$ cat src/rtl/gpio_port.sv
module gpio_port #(
  parameter int W      = 8,
  parameter int AW     = 3,
  parameter bit IRQ_EN = 1'b1
) (
  input  logic          clk,
  input  logic          rst_n,
  input  logic          bus_we,
  input  logic [AW-1:0] bus_addr,
  input  logic [W-1:0]  bus_wdata,
  output logic [W-1:0]  bus_rdata,
  input  logic [W-1:0]  pad_in,
  output logic [W-1:0]  pad_out,
  output logic [W-1:0]  pad_oe,
  output logic [W-1:0]  pad_pu,
  input  logic [W-1:0]  alt_out,
  input  logic [W-1:0]  alt_oe,
  output logic [W-1:0]  alt_in,
  output logic          irq
);

  localparam logic [AW-1:0] A_DIR  = AW'(0);
  localparam logic [AW-1:0] A_OUT  = AW'(1);
  localparam logic [AW-1:0] A_IN   = AW'(2);
  localparam logic [AW-1:0] A_ALT  = AW'(3);
  localparam logic [AW-1:0] A_ESEL = AW'(4);
  localparam logic [AW-1:0] A_IEN  = AW'(5);
  localparam logic [AW-1:0] A_FLAG = AW'(6);

  logic [W-1:0] sync1, sync2, sync3;
  logic [W-1:0] dir_q, out_q, alt_q;
  logic [W-1:0] esel_q, ien_q, flag_q;

  always_ff @(posedge clk or negedge rst_n) begin
    if (!rst_n) begin
      sync1 <= '0;
      sync2 <= '0;
      sync3 <= '0;
    end else begin
      sync1 <= pad_in;
      sync2 <= sync1;
      sync3 <= sync2;
    end
  end

  always_ff @(posedge clk or negedge rst_n) begin
    if (!rst_n) begin
      dir_q <= '0;
      out_q <= '0;
      alt_q <= '0;
    end else if (bus_we) begin
      if (bus_addr == A_DIR) dir_q <= bus_wdata;
      if (bus_addr == A_OUT) out_q <= bus_wdata;
      if (bus_addr == A_ALT) alt_q <= bus_wdata;
    end
  end

  generate
    if (IRQ_EN) begin : g_irq
      logic [W-1:0] hit, clr;
      assign hit = (esel_q & sync2 & ~sync3) | (~esel_q & ~sync2 & sync3);
      assign clr = (bus_we && bus_addr == A_FLAG) ? bus_wdata : '0;

      always_ff @(posedge clk or negedge rst_n) begin
        if (!rst_n) begin
          esel_q <= '0;
          ien_q  <= '0;
          flag_q <= '0;
        end else begin
          if (bus_we && bus_addr == A_ESEL) esel_q <= bus_wdata;
          if (bus_we && bus_addr == A_IEN)  ien_q  <= bus_wdata;
          flag_q <= (flag_q & ~clr) | hit;
        end
      end
      assign irq = |(flag_q & ien_q);
    end else begin : g_noirq
      assign esel_q = '0;
      assign ien_q  = '0;
      assign flag_q = '0;
      assign irq    = 1'b0;
    end
  endgenerate

  assign pad_oe  = (alt_q & alt_oe)  | (~alt_q & dir_q);
  assign pad_out = (alt_q & alt_out) | (~alt_q & out_q);
  assign pad_pu  = ~alt_q & ~dir_q & out_q;
  assign alt_in  = sync2;

  always_comb begin
    case (bus_addr)
      A_DIR:   bus_rdata = dir_q;
      A_OUT:   bus_rdata = out_q;
      A_IN:    bus_rdata = sync2;
      A_ALT:   bus_rdata = alt_q;
      A_ESEL:  bus_rdata = esel_q;
      A_IEN:   bus_rdata = ien_q;
      A_FLAG:  bus_rdata = flag_q;
      default: bus_rdata = '0;
    endcase
  end

endmodule

$ cat config.mk
export PLATFORM = sky130hd
export DESIGN_NAME = gpio_port
export DESIGN_NICKNAME = d
export VERILOG_FILES = /design/src/rtl/gpio_port.sv
export SDC_FILE = /design/constraint.sdc
export NUM_CORES = 1
export LEC_CHECK = 0
export CAP_MARGIN = 20
export CORE_ASPECT_RATIO = 1.1
export CORE_MARGIN = 4
export CORE_UTILIZATION = 45
export CTS_CLUSTER_SIZE = 20
export DETAILED_ROUTE_END_ITERATION = 7
export PLACE_DENSITY = 0.73
export SLEW_MARGIN = 20
export SYNTH_ARGS = -nofsm -noshare
export SYNTH_HDL_FRONTEND = slang
export SYNTH_SLANG_ARGS = --single-unit
$ cat constraint.sdc
create_clock -name clk -period 3.6 [get_ports clk]
set_clock_uncertainty 0.2 [all_clocks]
set_input_delay 0.72 -clock clk [delete_from_list [all_inputs] [get_ports clk]]
set_output_delay 0.72 -clock clk [all_outputs]
set_load 0.02 [all_outputs]
==> results by group, run 1 <==
Power and ir drop
  • Power, Total: approximately 2.3 mW
  • Sequential share of power: 0.445
  • Switching power share of the total: 0.301
  • Sw power: between 700 and 800 uW
  • Leak: 1.95 nW
  • Part of the power in combinational logic: 0.279
  • Largest voltage drop on the vdd net: 0.290 mV
  • Clock share of power: 0.276
  • Power density cells: a little over 500 nW/um2
  • Internal power: 1.63 mW

Clock tree
  • Sink Count: roughly 70
  • CTS Root Buffer Type: clkbuf_8
  • Clk Latency, worst-skew pair: 0.34 ns
  • Number of H-tree levels: 3
  • Clock-pin transition on the worst setup and hold timing paths: around 0.07 ns
  • Number of buffers created by CTS: 9
  • TritonCTS clock tree: done
  • Setup Buffers After CTS: 0
  • Largest buffer count on any clock path: 2

Detailed routing
  • Number of design rule violations left after detail routing: 0
  • Average wire length per cell after detail routing: roughly 17 um
  • Vias post-DR: approximately 2,600
  • Via density per instance: 5.54
  • Aggregate routed wire length: 8.14 mm
  • Number of DRC violations after detailed-routing iteration 0: 127
  • DRT antenna net count: 0
  • Number of detailed-route iterations in the first pass: 4

Synthesis
  • Fraction of synthesized cell area taken by the top area cell type: 0.539
  • Seq/Total Area, Yosys: 0.539
  • Number of cells produced by synthesis: 289
  • Post-synthesis sequential element count: 72
  • Yosys warns: 0
  • Mapped Avg Cell Area: 11.6 um2
  • Net count after synthesis: 327
  • Cell types occupying the most area after synthesis: dfrtp_1 (54%), mux2_2 (15%), nand2_1 (4.6%)
  • Synthesized area: around 3300 um2
  • Number of different library cells in the post-synthesis netlist: 33
  • Library cell with the largest summed area after synthesis: dfrtp_1

STA
  • Min cycle time layout: around 3.5 ns
  • Hold slack: roughly 0.15 ns
  • Setup repair after global routing missed its margin: false
  • Slew at the pin closest to its max-slew limit: 0.901 ns
  • Worst slew margin relative to its limit: 0.399
  • Max frequency: 284 MHz
  • # setup viols final: 0
  • Final hold violation count: 0
  • Tcrit/Tclk final: 0.976
  • Final count of pins violating max slew: 0
  • Final setup TNS: 0 ns

Finish
  • Total Nets Final: 423
  • Antenna Cells: 0
  • Layout overhead on the synthesized area: 35.7%
  • Fraction of final layout cells sized beyond drive strength 1: 0.221
  • Number of filler instances in the final layout: 583

Setup path
  • Type of element capturing the critical path: output pin
  • CP max FO: 22
  • Data arrival at the endpoint of the critical path: 2.60 ns
  • Required arrival time at the worst endpoint: 2.68 ns
  • Crit path kind: input pin to output pin
  • Type of origin of the critical path: input pin

Die
  • Overall die height: 98.4 um
  • Die W: 90.2 um
  • Effective utilization at floorplan: 0.469
  • Number of rows created at floorplan: 32
  • Die area: 8870 um2
  • Count of pins on the block boundary: between 70 and 80
  • Total core area: 7130 um2

Global route
  • All-Layer GR Usage: 0.188
  • Maximum number of pins on one net before global-route repair: 73
  • Wire length of the first global-routing pass: around 13 mm
  • Vias in the first global route: about 2,500
  • Number of antenna violations at the first check in global routing: 0
  • Congestion Overflow GR: 0

Placement
  • Port-buffer cells: 78
  • Sum of net half-perimeters after detailed placement: 5.76 mm
  • Routability Congestion: 0.849

Run status
  • Run status: finished, final reports clean

Run
  • Max-cap violations: 0

Hold path
  • Worst Hold Class: flop to flop
-- registers in the layout, indices dropped and copies added (netlist names) --
name	cells
sync3	8
alt_in	8
esel_q	8
sync1	8
flag_q	8
ien_q	8
out_q	8
alt_q	8
dir_q	8
-- worst paths after layout --
path | start | endpoint | cells after the start | slack (ns)
max in group asynchronous | rst_n | ien_q[2]$_DFFE_PN0P_ | 2 | 2.23
setup reg to reg | alt_q[3]$_DFFE_PN0P_ | alt_q[3]$_DFFE_PN0P_ | 1 | 2.58
setup / recovery | bus_addr[0] | bus_rdata[7] | 6 | 0.08
hold / removal | sync1[5]$_DFF_PN0_ | alt_in[5]$_DFF_PN0_ | 0 | 0.15
min in group asynchronous | rst_n | esel_q[2]$_DFFE_PN0P_ | 2 | 0.36
hold reg to reg | sync1[5]$_DFF_PN0_ | alt_in[5]$_DFF_PN0_ | 0 | 0.15
-- power by group through the flow --
stage | logic (mW) | clock network [mW] | registers (mW)
2_1_floorplan | 0.376 | 0 | 1.03
6_report | 0.653 | 0.645 | 1.04
4_1_cts | 0.659 | 0.665 | 1.04
5_1_grt | 0.703 | 0.701 | 1.06
3_3_place_gp | 0.645 | 0 | 1.05
3_5_place_dp | 0.660 | 0 | 1.05
-- timing repair --
| action | 4_1_cts | 5_1_grt |
|---|---|---|
| gates cloned | 0 | 0 |
| hold buffers | 0 | 0 |
| endpoints found under the setup margin | 5 | 5 |
| hold endpoints to repair | 0 | 0 |
| resized for setup | 4 | 3 |
-- cell usage in the layout, fill, tap and decap left out, drive strengths merged --
master	count
nand3b	4
buf	18
a32oi	4
a211oi	4
a21boi	4
mux2i	8
clkbuf	11
nor2b	1
nor3	1
and3b	1
nand4	1
nand2	41
dlygate4sd2	4
nor3b	2
a21oi	2
a31oi	3
nand4b	2
clkdlybuf4s50	72
bufinv	1
o21ai	21
nand2b	8
mux2	46
a221o	4
dlymetal6s2s	1
o211ai	11
nor4b	2
and4b	3
nand3	1
clkinvlp	2
nor2	16
and2b	1
dfrtp	72
a22oi	6
clkinv	2
inv	10
-- layer usage --
layer  share of wire  vias to the layer above  global-route usage
met4           0.020                        0              0.0707
met2            0.48                       85               0.291
met5               0                        -                   0
met1            0.46                     1294               0.253
met3           0.044                       14              0.0524
li1                -                     1239                   -
-- cell usage after synthesis --
cell and instances:
mux2_2 46, a21boi_0 4, nor3_2 1, inv_2 1, a211oi_1 4, buf_6 1, nor2b_1 1, a221o_1 4
o211ai_1 11, buf_4 1, mux2i_1 8, a32oi_1 4, dfrtp_1 72, a22oi_1 6, inv_1 9, and4b_1 3
nor4b_4 2, nor2_1 16, nand2b_1 8, nand4_1 1, nor3b_1 2, and2b_1 1, nand2_1 41, and3b_1 1
nand3_2 1, a21oi_1 2, nand3b_1 4, clkbuf_1 1, a31oi_1 3, buf_2 5, buf_1 2, o21ai_0 21
nand4b_1 2
-- layout make-up --
type / count / area (um2) / share of cell area
Sequential cell: 72 / 1800 / 0.397
Multi-Input combinational cell: 197 / 1450 / 0.320
Timing Repair Buffer: 95 / 930 / 0.205
Clock buffer: 11 / 151 / 0.0334
Tap cell: 85 / 106 / 0.0235
Clock inverter: 5 / 55.1 / 0.0121
Inverter: 10 / 37.5 / 0.00828
-- metrics by stage --
stage	area, um2	setup WS [ns]	std cells	utilization
after global placement	4320	0.00211	459	0.606
after global routing	4530	0.00538	475	0.636
after CTS	4520	0.0371	475	0.635
after detailed placement	4320	-0.0280	459	0.606
final	4530	0.0850	475	0.636
after floorplan	3340	0.887	289	-
-- cells by family (layout without fill, tap and decap cells) --
family	after synthesis	count (layout)	share of synthesized area
compound gates	59	59	0.119
buf+inv	20	121	0.0277
flops	72	72	0.539
mux	54	54	0.179
simple gates	84	84	0.136
-- worst max-delay path, cell delays in order --
cell	delay, ns
clkdlybuf4s50_1	0.50
buf_12	0.18
mux2_2	0.35
a32oi_1	0.15
o21ai_0	0.13
clkdlybuf4s50_1	0.55
Power figures use the tool's default switching activity.
==> run 2: changes to the inputs <==
CTS_BUF_LIST = sky130_fd_sc_hd__clkbuf_8 sky130_fd_sc_hd__clkbuf_16   (was default)
==> results of run 2 <==
Final layout, timing and power as in run 1 (identical DEF).
==> run 3: changes to the inputs <==
HOLD_SLACK_MARGIN = 0.03   (was default)
==> results of run 3 <==
Final layout, timing and power as in run 1 (identical DEF).
